[src/rtl/dma_seq_pkg.sv]
package dma_seq_pkg;

  typedef enum logic [1:0] {
    ST_IDLE  = 2'd0,
    ST_READ  = 2'd1,
    ST_WRITE = 2'd2
  } seq_state_e;

  typedef enum logic [1:0] {
    LNK_NONE         = 2'd0,
    LNK_EACH_AND_END = 2'd1,
    LNK_EACH         = 2'd2,
    LNK_END          = 2'd3
  } link_mode_e;

  // Bytes moved per transfer for a unit size code.
  function automatic logic [2:0] unit_bytes(input logic [1:0] sz);
    case (sz)
      2'd1:    return 3'd1;
      2'd2:    return 3'd2;
      default: return 3'd4;
    endcase
  endfunction

endpackage

[src/rtl/dma_seq_counter.sv]
module dma_seq_counter #(
  parameter int CNT_W = 24
) (
  input  logic             clk,
  input  logic             rst_n,
  input  logic             load,
  input  logic [CNT_W-1:0] load_val,
  input  logic             dec,
  input  logic [1:0]       size,
  output logic [CNT_W-1:0] count,
  output logic             after_zero
);
  import dma_seq_pkg::*;

  function automatic logic [CNT_W-1:0] sat_sub(input logic [CNT_W-1:0] c,
                                               input logic [2:0] s);
    logic [CNT_W-1:0] sw;
    sw = {{(CNT_W-3){1'b0}}, s};
    if (c <= sw) return '0;
    return c - sw;
  endfunction

  logic [CNT_W-1:0] count_after;

  assign count_after = sat_sub(count, unit_bytes(size));
  assign after_zero  = (count_after == '0);

  always_ff @(posedge clk or negedge rst_n) begin
    if (!rst_n)    count <= '0;
    else if (load) count <= load_val;
    else if (dec)  count <= count_after;
  end

  // a decrement never raises the count
  a_r4_count_never_rises: assert property (@(posedge clk) disable iff (!rst_n)
    dec |=> (count <= $past(count)));

endmodule

[src/rtl/dma_seq_link.sv]
module dma_seq_link #(
  parameter int CH_W = 4
) (
  input  logic            clk,
  input  logic            rst_n,
  input  logic            xfer_ok,
  input  logic            at_zero,
  input  logic            cyc_steal,
  input  logic [1:0]      mode,
  input  logic [CH_W-1:0] ch_a,
  input  logic [CH_W-1:0] ch_b,
  output logic            pulse,
  output logic [CH_W-1:0] ch
);
  import dma_seq_pkg::*;

  logic            hit;
  logic [CH_W-1:0] target;

  always_comb begin
    hit    = 1'b0;
    target = ch_a;
    if (xfer_ok) begin
      case (link_mode_e'(mode))
        LNK_EACH_AND_END: begin
          if (at_zero) begin
            hit    = 1'b1;
            target = ch_b;
          end else if (cyc_steal) begin
            hit = 1'b1;
          end
        end
        LNK_EACH: hit = cyc_steal;
        LNK_END:  hit = at_zero;
        default:  hit = 1'b0;
      endcase
    end
  end

  always_ff @(posedge clk or negedge rst_n) begin
    if (!rst_n) begin
      pulse <= 1'b0;
      ch    <= '0;
    end else begin
      pulse <= hit;
      if (hit) ch <= target;
    end
  end

  // link output lasts a single cycle
  a_r11_pulse_single: assert property (@(posedge clk) disable iff (!rst_n)
    pulse |=> !pulse);

endmodule

[src/rtl/dma_seq_ctrl.sv]
module dma_seq_ctrl #(
  parameter int          CNT_W   = 24,
  parameter int          DATA_W  = 32,
  parameter int unsigned CNT_MAX = 32'h000F_FFFF
) (
  input  logic              clk,
  input  logic              rst_n,
  input  logic              start_wr,
  input  logic              periph_req,
  input  logic              req_en_wr,
  input  logic              req_en_wdata,
  input  logic              done_clr,
  input  logic              cyc_steal,
  input  logic              dis_req_on_done,
  input  logic              cnt_wr,
  input  logic [CNT_W-1:0]  count,
  input  logic              after_zero,
  input  logic              rd_ack,
  input  logic              rd_err,
  input  logic [DATA_W-1:0] rd_data,
  input  logic              wr_ack,
  input  logic              wr_err,
  output logic              rd_req,
  output logic              wr_req,
  output logic [DATA_W-1:0] wr_data,
  output logic              load,
  output logic              xfer_ok,
  output logic              busy,
  output logic              done,
  output logic              err_src,
  output logic              err_dst,
  output logic              err_cfg,
  output logic              req_pend,
  output logic              req_en
);
  import dma_seq_pkg::*;

  localparam logic [CNT_W-1:0] LIMIT = CNT_W'(CNT_MAX);

  seq_state_e state, state_n;
  logic start_q;

  // Named internal events
  logic idle, begin_run, cfg_bad, rd_fin, wr_fin, set_done, start_set;

  assign idle      = (state == ST_IDLE);
  assign begin_run = idle && (start_q || req_pend) && !done;
  assign cfg_bad   = (count == '0) || (count > LIMIT);
  assign rd_fin    = (state == ST_READ) && rd_ack;
  assign wr_fin    = (state == ST_WRITE) && wr_ack;
  assign xfer_ok   = wr_fin && !wr_err;
  assign start_set = start_wr && idle && !done;
  assign load      = cnt_wr && idle && !begin_run;
  assign set_done  = (begin_run && cfg_bad) || (rd_fin && rd_err) ||
                     (wr_fin && wr_err) || (xfer_ok && after_zero);

  assign rd_req = (state == ST_READ);
  assign wr_req = (state == ST_WRITE);
  assign busy   = !idle;

  always_comb begin
    state_n = state;
    case (state)
      ST_IDLE:  if (begin_run && !cfg_bad) state_n = ST_READ;
      ST_READ:  if (rd_ack) state_n = rd_err ? ST_IDLE : ST_WRITE;
      ST_WRITE: if (wr_ack) begin
        if (wr_err || after_zero || cyc_steal) state_n = ST_IDLE;
        else                                   state_n = ST_READ;
      end
      default:  state_n = ST_IDLE;
    endcase
  end

  always_ff @(posedge clk or negedge rst_n) begin
    if (!rst_n) begin
      state    <= ST_IDLE;
      start_q  <= 1'b0;
      req_pend <= 1'b0;
      req_en   <= 1'b0;
      done     <= 1'b0;
      err_src  <= 1'b0;
      err_dst  <= 1'b0;
      err_cfg  <= 1'b0;
      wr_data  <= '0;
    end else begin
      state <= state_n;
      if (begin_run)      start_q <= 1'b0;
      else if (start_set) start_q <= 1'b1;
      if (periph_req && req_en) req_pend <= 1'b1;
      else if (begin_run)       req_pend <= 1'b0;
      if (req_en_wr) req_en <= req_en_wdata;
      if (set_done && dis_req_on_done) req_en <= 1'b0;
      if (done_clr) begin
        done    <= 1'b0;
        err_src <= 1'b0;
        err_dst <= 1'b0;
        err_cfg <= 1'b0;
      end
      if (set_done) done <= 1'b1;
      if (begin_run && cfg_bad) err_cfg <= 1'b1;
      if (rd_fin && rd_err)     err_src <= 1'b1;
      if (wr_fin && wr_err)     err_dst <= 1'b1;
      if (rd_fin && !rd_err)    wr_data <= rd_data;
    end
  end

  // a configuration error only follows a bad count
  a_r2_cfg_err_cause: assert property (@(posedge clk) disable iff (!rst_n)
    $rose(err_cfg) |-> ((count == '0) || (count > LIMIT)));

  // a write phase is always entered from a read phase
  a_r3_read_before_write: assert property (@(posedge clk) disable iff (!rst_n)
    $rose(wr_req) |-> $past(rd_req));

  // continuous mode goes straight on to the next read
  a_r5_cont_runs_on: assert property (@(posedge clk) disable iff (!rst_n)
    (xfer_ok && !after_zero && !cyc_steal) |=> rd_req);

  // no start while done is held
  a_r8_done_blocks: assert property (@(posedge clk) disable iff (!rst_n)
    (done && idle && !done_clr) |=> !busy);

  // a read error skips the write phase
  a_r9_rd_err_abort: assert property (@(posedge clk) disable iff (!rst_n)
    (rd_fin && rd_err) |=> (!wr_req && err_src && done));

  // request enable dropped with done
  a_r10_req_off_at_done: assert property (@(posedge clk) disable iff (!rst_n)
    (set_done && dis_req_on_done) |=> !req_en);

endmodule

[src/rtl/dma_xfer_seq.sv]
module dma_xfer_seq #(
  parameter int          CNT_W   = 24,
  parameter int          DATA_W  = 32,
  parameter int          CH_W    = 4,
  parameter int unsigned CNT_MAX = 32'h000F_FFFF
) (
  input  logic              clk,
  input  logic              rst_n,
  input  logic              cnt_wr,
  input  logic [CNT_W-1:0]  cnt_wdata,
  input  logic              start_wr,
  input  logic              req_en_wr,
  input  logic              req_en_wdata,
  input  logic              done_clr,
  input  logic              cyc_steal,
  input  logic [1:0]        xfer_size,
  input  logic              dis_req_on_done,
  input  logic              int_en,
  input  logic [1:0]        link_mode,
  input  logic [CH_W-1:0]   link_ch_a,
  input  logic [CH_W-1:0]   link_ch_b,
  input  logic              periph_req,
  output logic              rd_req,
  input  logic              rd_ack,
  input  logic              rd_err,
  input  logic [DATA_W-1:0] rd_data,
  output logic              wr_req,
  input  logic              wr_ack,
  input  logic              wr_err,
  output logic [DATA_W-1:0] wr_data,
  output logic              busy,
  output logic              done,
  output logic              req_pend,
  output logic              err_src,
  output logic              err_dst,
  output logic              err_cfg,
  output logic [CNT_W-1:0]  bytes_left,
  output logic              req_en,
  output logic              irq,
  output logic              link_pulse,
  output logic [CH_W-1:0]   link_ch
);

  logic load, xfer_ok, after_zero;

  dma_seq_counter #(.CNT_W(CNT_W)) u_cnt (
    .clk        (clk),
    .rst_n      (rst_n),
    .load       (load),
    .load_val   (cnt_wdata),
    .dec        (xfer_ok),
    .size       (xfer_size),
    .count      (bytes_left),
    .after_zero (after_zero)
  );

  dma_seq_ctrl #(.CNT_W(CNT_W), .DATA_W(DATA_W), .CNT_MAX(CNT_MAX)) u_ctrl (
    .clk             (clk),
    .rst_n           (rst_n),
    .start_wr        (start_wr),
    .periph_req      (periph_req),
    .req_en_wr       (req_en_wr),
    .req_en_wdata    (req_en_wdata),
    .done_clr        (done_clr),
    .cyc_steal       (cyc_steal),
    .dis_req_on_done (dis_req_on_done),
    .cnt_wr          (cnt_wr),
    .count           (bytes_left),
    .after_zero      (after_zero),
    .rd_ack          (rd_ack),
    .rd_err          (rd_err),
    .rd_data         (rd_data),
    .wr_ack          (wr_ack),
    .wr_err          (wr_err),
    .rd_req          (rd_req),
    .wr_req          (wr_req),
    .wr_data         (wr_data),
    .load            (load),
    .xfer_ok         (xfer_ok),
    .busy            (busy),
    .done            (done),
    .err_src         (err_src),
    .err_dst         (err_dst),
    .err_cfg         (err_cfg),
    .req_pend        (req_pend),
    .req_en          (req_en)
  );

  dma_seq_link #(.CH_W(CH_W)) u_link (
    .clk       (clk),
    .rst_n     (rst_n),
    .xfer_ok   (xfer_ok),
    .at_zero   (after_zero),
    .cyc_steal (cyc_steal),
    .mode      (link_mode),
    .ch_a      (link_ch_a),
    .ch_b      (link_ch_b),
    .pulse     (link_pulse),
    .ch        (link_ch)
  );

  assign irq = done && int_en;

endmodule

[config.mk]
export PLATFORM = sky130hd
export DESIGN_NAME = dma_xfer_seq
export DESIGN_NICKNAME = d
export VERILOG_FILES = /design/src/rtl/dma_seq_pkg.sv /design/src/rtl/dma_seq_counter.sv /design/src/rtl/dma_seq_link.sv /design/src/rtl/dma_seq_ctrl.sv /design/src/rtl/dma_xfer_seq.sv
export SDC_FILE = /design/constraint.sdc
export NUM_CORES = 1
export LEC_CHECK = 0
export CAP_MARGIN = 30
export CORE_UTILIZATION = 45
export DETAILED_ROUTE_END_ITERATION = 8
export PLACE_DENSITY = 0.84
export SLEW_MARGIN = 0
export SYNTH_ARGS = -nofsm -noshare
export SYNTH_HDL_FRONTEND = slang
export SYNTH_SLANG_ARGS = --single-unit
[constraint.sdc]
create_clock -name clk -period 4 [get_ports clk]
set_input_delay 0.6 -clock clk [delete_from_list [all_inputs] [get_ports clk]]
set_output_delay 0.6 -clock clk [all_outputs]
set_load 0.02 [all_outputs]
==> metrics.csv, run 1 <==
stage,metric,value,unit
floorplanning,start_util,46.3,%
route,ant_nets,0,
final_layout,nets,636,
pwr,vdd_drop_max,0.341,mV
route,drt-initial-drc-count,287,
logic_synthesis,yosys.cell_types.count,68,
final_layout,syn2layout_area_growth,45.3,%
final_layout,stdcell_area,0.00587,mm2
final_layout,drive_gt1_share,15.2,%
global_route,grt_usage,26.3,%
logic_synthesis,synth_top_area_share,43.4,%
clock_tree,clock_latency,350,ps
logic_synthesis,syn_area,0.00404,mm2
clock_tree,hold_buffers,0,
final_layout,multi_input_area,0.00206,mm2
critical_path,startpoint_type,input port,
timing,setup_ws,299,ps
logic_synthesis,ys_seq_elements,70,
clock_tree,ctsLongestPathBuffers,2,
floorplanning,die_area,0.00936,mm2
floorplanning,num_rows,34,
outcome,status,"finished, final reports clean",
pwr,finalPower,4.48,mW
global_route,grt_max_degree,38,
timing,finalHoldViolCount,0,
clock_tree,path_clk_slew,80,ps
clock_tree,cts_root_buf,clkbuf_8,
route,num_vias,3836,
final_layout,diodes,0,
critical_path,worst_setup_path_end_kind,flop,
clock_tree,cts_tree,yes,
logic_synthesis,synth_edf_count,0,
placement,dpl-instance-area,0.00567,mm2
floorplanning,core-area,0.00872,mm2
route,firstDrtPassIters,5,
final_layout,regArea,0.00175,mm2
timing,fin_tns_setup,0,ps
timing,grt_setup_unrepaired,no,
placement,hpwl,9130,um
final_layout,n_fill_cell,696,
route,routedWlPerCell,18.3,um
logic_synthesis,ys_warn_count,0,
pwr,p_leak,2.41,nW
logic_synthesis,async_flop_share,100,%
logic_synthesis,synthTopCellsByArea,"dfrtp_1 (43%), mux2_2 (9.5%), o21ai_0 (3.7%), nor2_1 (2.7%), inv_1 (2.4%)",
global_route,grt_overflow_total,0,
timing,slew_headroom,43.6,%
pwr,power_density,763,mW/mm2
global_route,grt_pass1_vias,3906,
critical_path,crit_arrival,3960,ps
global_route,grt_antenna_before_repair,0,
placement,post-place-ws,-4.38,ps
timing,final_max_slew_viol_count,0,
logic_synthesis,yosysTopAreaCell,dfrtp_1,
timing,finalCritPeriodShare,92.5,%
min_path,hold_class,in -> async,
logic_synthesis,dominantRegCellSynth,dfrtp_1,
flow_run,cap_violations,0,
placement,port_buffers,153,
timing,fmaxAchievable,270,MHz
floorplanning,die_width,96.7,um
clock_tree,cts_resized,0,
clock_tree,clkSinkCount,70,
critical_path,worstSetupPathType,in -> reg,
global_route,grt_first_pass_wirelength,19900,um
critical_path,required,4260,ps
route,route.detailed.drc,0,
floorplanning,die_height,96.7,um
logic_synthesis,syn_area_per_cell,10.3,um2
timing,setup_viol,0,
clock_tree,cts_inserted_buffers,9,
clock_tree,h-tree-depth,3,
timing,tightest_slew,847,ps
route,routed_wl,12100,um
placement,gp_congestion,0.888,
critical_path,crit_fanout,5,
timing,worst_hold_slack,353,ps
clock_tree,post_cts_buffers,0,
timing,finalCriticalPeriod,3700,ps
logic_synthesis,synth_seq_area_share,43.4,%
route,viasPerCell,5.81,
logic_synthesis,netlist_instances,391,
logic_synthesis,synth_nets,480,
timing,finClkSkew,7.78,ps
floorplanning,io_pins,154,
[cells in the final DEF (no fill, tap or decap), types with 5 or more instances in the layout]
cell type          n
mux2i_1            5
nor2_1            28
o21ai_0           30
clkdlybuf4s50_1  152
xnor2_1            5
xor2_1             5
nand2_1           18
dfrtp_1           70
mux2_2            34
nand3_1           10
nor4_1             9
nor3_1            13
a22oi_1            9
clkbuf_8           9
buf_4             11
and3_1             5
a32oi_1            5
nand4_1            7
ha_1               5
inv_1             26
a21oi_1            6
a221o_1            9
[where the power goes]
part	switching [mW]	internal (mW)	total (mW)	leakage, nW
registers	0.365	1.03	1.40	0.848
clock network	0.291	0.293	0.584	0.0895
logic	1.30	1.20	2.50	1.47
total	1.96	2.52	4.48	2.41
[area by class of cell]
| class | count | share of cell area, % |
|---|---|---|
| Inverter | 26 | 1.66 |
| Sequential cell | 70 | 29.9 |
| Multi-Input combinational cell | 275 | 35.0 |
| Tap cell | 108 | 2.30 |
| Timing Repair Buffer | 165 | 27.8 |
| Clock buffer | 10 | 2.18 |
| Clock inverter | 6 | 1.19 |
[stage by stage]
stage	utilization, %	std cells
after CTS	67.3	660
after floorplan	-	391
after global routing	67.3	660
final	67.3	660
after global placement	64.9	643
after detailed placement	65.0	644
[sequential cells by signal, summed over array words and instances, names as in the netlist, 2 cells and up]
register        flops
u_link.ch           4
u_ctrl.wr_data     32
u_cnt.count        24
u_ctrl.state        2
[synth_stat cells, types with 3 or more instances]
cell	count
buf_6	3
a32oi_1	5
xor2_1	5
a221o_1	9
and2_1	3
nand2_1	18
dfrtp_1	70
a21oi_1	6
xnor2_1	5
o311ai_0	3
nand4_1	7
nand2b_1	4
nand3_1	10
a222oi_1	3
mux2_2	34
mux2i_1	5
and3_1	5
ha_1	5
nor3_1	13
and2b_2	4
inv_1	26
o21ai_0	30
and4_1	4
nor4_1	9
or2_2	4
a22oi_1	9
clkbuf_1	12
nor2_1	29
[routing by layer]
metal,routed length [um],GRT usage [%],vias up
met4,301,10.6,0
met1,5090,35.2,1869
met3,695,4.55,27
li1,-,-,1773
met2,5970,42.5,167
met5,0,0,-
[critical path, stage by stage]
cell and delay (ps):
clkdlybuf4s50_1 480, inv_1 50, ha_1 170, ha_1 210, fa_1 440, and2b_2 280
nand4b_1 90, or3_4 350, a311oi_2 250, nand4_1 190, o41ai_4 290, o21a_1 310
mux2i_1 250
[worst paths after layout]
check | endpoint | startpoint | cells after the start | slack (ps)
worst max register to register | u_link.ch[1]$_DFFE_PN0P_ | u_cnt.count[0]$_DFFE_PN0P_ | 11 | 780
worst min register to register | u_ctrl.wr_data[30]$_DFFE_PN0P_ | u_ctrl.wr_data[30]$_DFFE_PN0P_ | 1 | 510
max in group asynchronous | u_ctrl.wr_data[21]$_DFFE_PN0P_ | rst_n | 2 | 2670
min in group clk | u_ctrl.wr_data[30]$_DFFE_PN0P_ | u_ctrl.wr_data[30]$_DFFE_PN0P_ | 1 | 510
worst max-delay path | u_link.ch[1]$_DFFE_PN0P_ | xfer_size[1] | 13 | 300
worst min-delay path | u_ctrl.wr_data[20]$_DFFE_PN0P_ | rst_n | 1 | 350
[cell families after synthesis]
kind of cell             count (synthesis)  synth area share (%)
multiplexers                            39                  10.7
XOR/XNOR                                10                  2.17
flip-flops                              70                  43.4
AO/OA/AOI/OAI                           84                  15.5
adder cells (fa/ha/maj)                  6                  2.04
buffers and inverters                   46                  5.79
AND/OR/NAND/NOR                        136                  20.4
No activity file was read; power rests on OpenSTA's default activity.
==> run 2, diff against run 1 <==
--- a/config.mk
+++ b/config.mk
@@ -8,7 +8,7 @@
 export CAP_MARGIN = 30
 export CORE_UTILIZATION = 45
 export DETAILED_ROUTE_END_ITERATION = 8
-export PLACE_DENSITY = 0.84
+export PLACE_DENSITY = 0.82
 export SLEW_MARGIN = 0
 export SYNTH_ARGS = -nofsm -noshare
 export SYNTH_HDL_FRONTEND = slang
==> run 2 against run 1 <==
  * Worst hold slack worse by 30 ps
  * Cell count fell by 0.15%
  * Combinational power barely moved
  * Critical path depth stayed put
  * Setup slack better by 59 ps
  * Sequential cell count stayed put
  * Power rose by 2.6%
  * Wire length fell by 0.96%
  * Count of clock-buffer cells in the layout fell by 1
  * Via count is essentially flat
  * First-iteration DRC count fell by 2.4%
  * Clock skew rose by 2.2 ps
==> metrics.csv, run 2 (synthesis results as in run 1) <==
stage,metric,value,unit,change
outcome,status,"finished, final reports clean",,
route,viasPerCell,5.82,,about the same
critical_path,r2r_cells,11,,unchanged
timing,fin_tns_setup,0,ps,unchanged
pwr,p_leak,2.44,nW,+1.1%
floorplanning,die_width,96.7,um,unchanged
timing,fmaxAchievable,275,MHz,+1.6%
critical_path,rrSetupSlack,840,ps,+60 ps
route,routedLengthMet1,5130,um,+0.71%
final_layout,largest_reg_flops,32,,unchanged
route,drt-initial-drc-count,280,,-2.4%
route,route.detailed.drc,0,,unchanged
clock_tree,cts_resized,0,,unchanged
final_layout,final_cell_mix,"clkdlybuf4s50_1 (152), dfrtp_1 (70), mux2_2 (34)",,
critical_path,critPathBufInv,2,,unchanged
clock_tree,cts_inserted_buffers,9,,unchanged
final_layout,nets,635,,-0.16%
floorplanning,die_height,96.7,um,unchanged
route,routed_wl,11900,um,-0.96%
clock_tree,path_clk_slew,80,ps,about the same
clock_tree,cts_tree,yes,,
critical_path,crit_fanout,5,,unchanged
clock_tree,hold_buffers,0,,unchanged
critical_path,slowest_stage,clkdlybuf4s50_1,,
pwr,power_density,778,mW/mm2,+1.9%
clock_tree,clock_latency,350,ps,about the same
global_route,grt_max_degree,39,,+2.6%
critical_path,required,4270,ps,about the same
pwr,finalPower,4.59,mW,+2.6%
critical_path,startpoint_type,input port,,
floorplanning,num_rows,34,,unchanged
route,ant_nets,0,,unchanged
clock_tree,ctsLongestPathBuffers,2,,unchanged
critical_path,worstSetupPathType,in -> reg,,
final_layout,diodes,0,,unchanged
critical_path,r2r_end,u_link.ch[3]$_DFFE_PN0P_,,
timing,slew_headroom,33.2,%,-10 points
global_route,grt_antenna_before_repair,0,,unchanged
timing,tightest_slew,998,ps,+151 ps
critical_path,crit_arrival,3910,ps,-50 ps
final_layout,regMostFlops,u_ctrl.wr_data,,
placement,gp_congestion,0.957,,+7.7%
route,wl_met2,5900,um,-1.2%
timing,final_max_slew_viol_count,0,,unchanged
floorplanning,core-area,0.00872,mm2,unchanged
critical_path,slowest_delay,480,ps,about the same
clock_tree,clkSinkCount,70,,unchanged
timing,finClkSkew,9.93,ps,+2.15 ps
timing,finalCriticalPeriod,3640,ps,-58.9 ps
final_layout,syn2layout_area_growth,46.2,%,
timing,finalHoldViolCount,0,,unchanged
critical_path,worstPathCellList,clkdlybuf4s50_1 > inv_1 > ha_1 > ha_1 > fa_1 > and2b_2 > nand4b_1 > or3_4 > a311oi_2 > nand4_1 > o41ai_4 > o21a_1 > mux2i_1,,
global_route,grt_pass1_vias,3728,,-4.6%
floorplanning,die_area,0.00936,mm2,unchanged
placement,hpwl,8890,um,-2.6%
timing,setup_ws,358,ps,+58.9 ps
floorplanning,io_pins,154,,unchanged
critical_path,path_delay_family,simple AND/OR/NAND/NOR gates,,
clock_tree,post_cts_buffers,0,,unchanged
clock_tree,h-tree-depth,3,,unchanged
route,firstDrtPassIters,5,,unchanged
critical_path,critPathMostFrequentCell,ha_1,,
critical_path,worst_setup_path_end_kind,flop,,
placement,post-place-ws,14.9,ps,+19.3 ps
final_layout,top_regs,"u_ctrl.wr_data x32, u_cnt.count x24, u_link.ch x4",,
timing,finalCritPeriodShare,91.0,%,-1.5 points
floorplanning,start_util,46.3,%,unchanged
route,routedWlPerCell,18.1,um,-0.81%
route,top_layer,met4,,
timing,setup_viol,0,,unchanged
route,num_vias,3833,,-0.078%
placement,port_buffers,153,,unchanged
global_route,grt_usage,26.0,%,-0.32 points
critical_path,r2r_start,u_cnt.count[0]$_DFFE_PN0P_,,
flow_run,cap_violations,0,,unchanged
global_route,grt_overflow_total,0,,unchanged
timing,grt_setup_unrepaired,no,,
final_layout,layout_commonest_cell,clkdlybuf4s50_1,,
pwr,vdd_drop_max,0.354,mV,+3.6%
min_path,hold_class,in -> async,,
clock_tree,cts_root_buf,clkbuf_8,,
global_route,grt_first_pass_wirelength,19400,um,-2.7%
final_layout,drive_gt1_share,15.2,%,+0.028 points
route,dr_wl_met3,657,um,-5.5%
final_layout,n_fill_cell,666,,-4.3%
-- run 2: cell count changes in the layout (fill, tap and decap cells not counted) --
cell / change
buf_12: -1
bufinv_16: +2
clkbuf_1: -1
clkinv_4: +2
clkinvlp_4: -3
inv_6: -2
inv_8: +2
-- run 2: final cells by class --
cell class	count	area [um2]	area share (%)
Inverter	26	97.6	1.65
Timing Repair Buffer	164	1610	27.3
Sequential cell	70	1750	29.7
Clock inverter	7	130	2.20
Tap cell	108	135	2.29
Multi-Input combinational cell	275	2060	34.8
Clock buffer	9	124	2.10
-- run 2: metrics by stage --
step | instances | hold WS (ps) | area, um2 | util [%]
floorplan | 391 | 304 | 4040 | -
finish | 659 | 322 | 5900 | 67.7
global placement | 643 | 488 | 5650 | 64.8
CTS | 659 | 341 | 5900 | 67.7
detailed placement | 643 | 495 | 5650 | 64.8
global route | 659 | 360 | 5900 | 67.7
-- run 2: how the worst max path moves through the flow --
stage               depth (start not counted)                       end         start  slack [ps]
finish                                     13  u_link.ch[3]$_DFFE_PN0P_  xfer_size[1]         360
floorplan                                  14  u_link.ch[0]$_DFFE_PN0P_  xfer_size[0]         640
detailed placement                         13  u_link.ch[3]$_DFFE_PN0P_  xfer_size[1]          10
global placement                           13  u_link.ch[0]$_DFFE_PN0P_  xfer_size[1]         130
global route                               13  u_link.ch[2]$_DFFE_PN0P_  xfer_size[1]         180
CTS                                        13  u_link.ch[3]$_DFFE_PN0P_  xfer_size[1]         360
-- run 2: metal layers --
metal,global-route usage (%),vias to the layer above
met1,34.3,1889
met3,5.64,23
met4,9.18,0
met2,42.3,153
met5,0,-
li1,-,1768
-- run 2: power breakdown --
group          switching (mW)  internal [mW]
combinational            1.28           1.19
sequential              0.365           1.03
clock                   0.303          0.425
total                    1.95           2.64
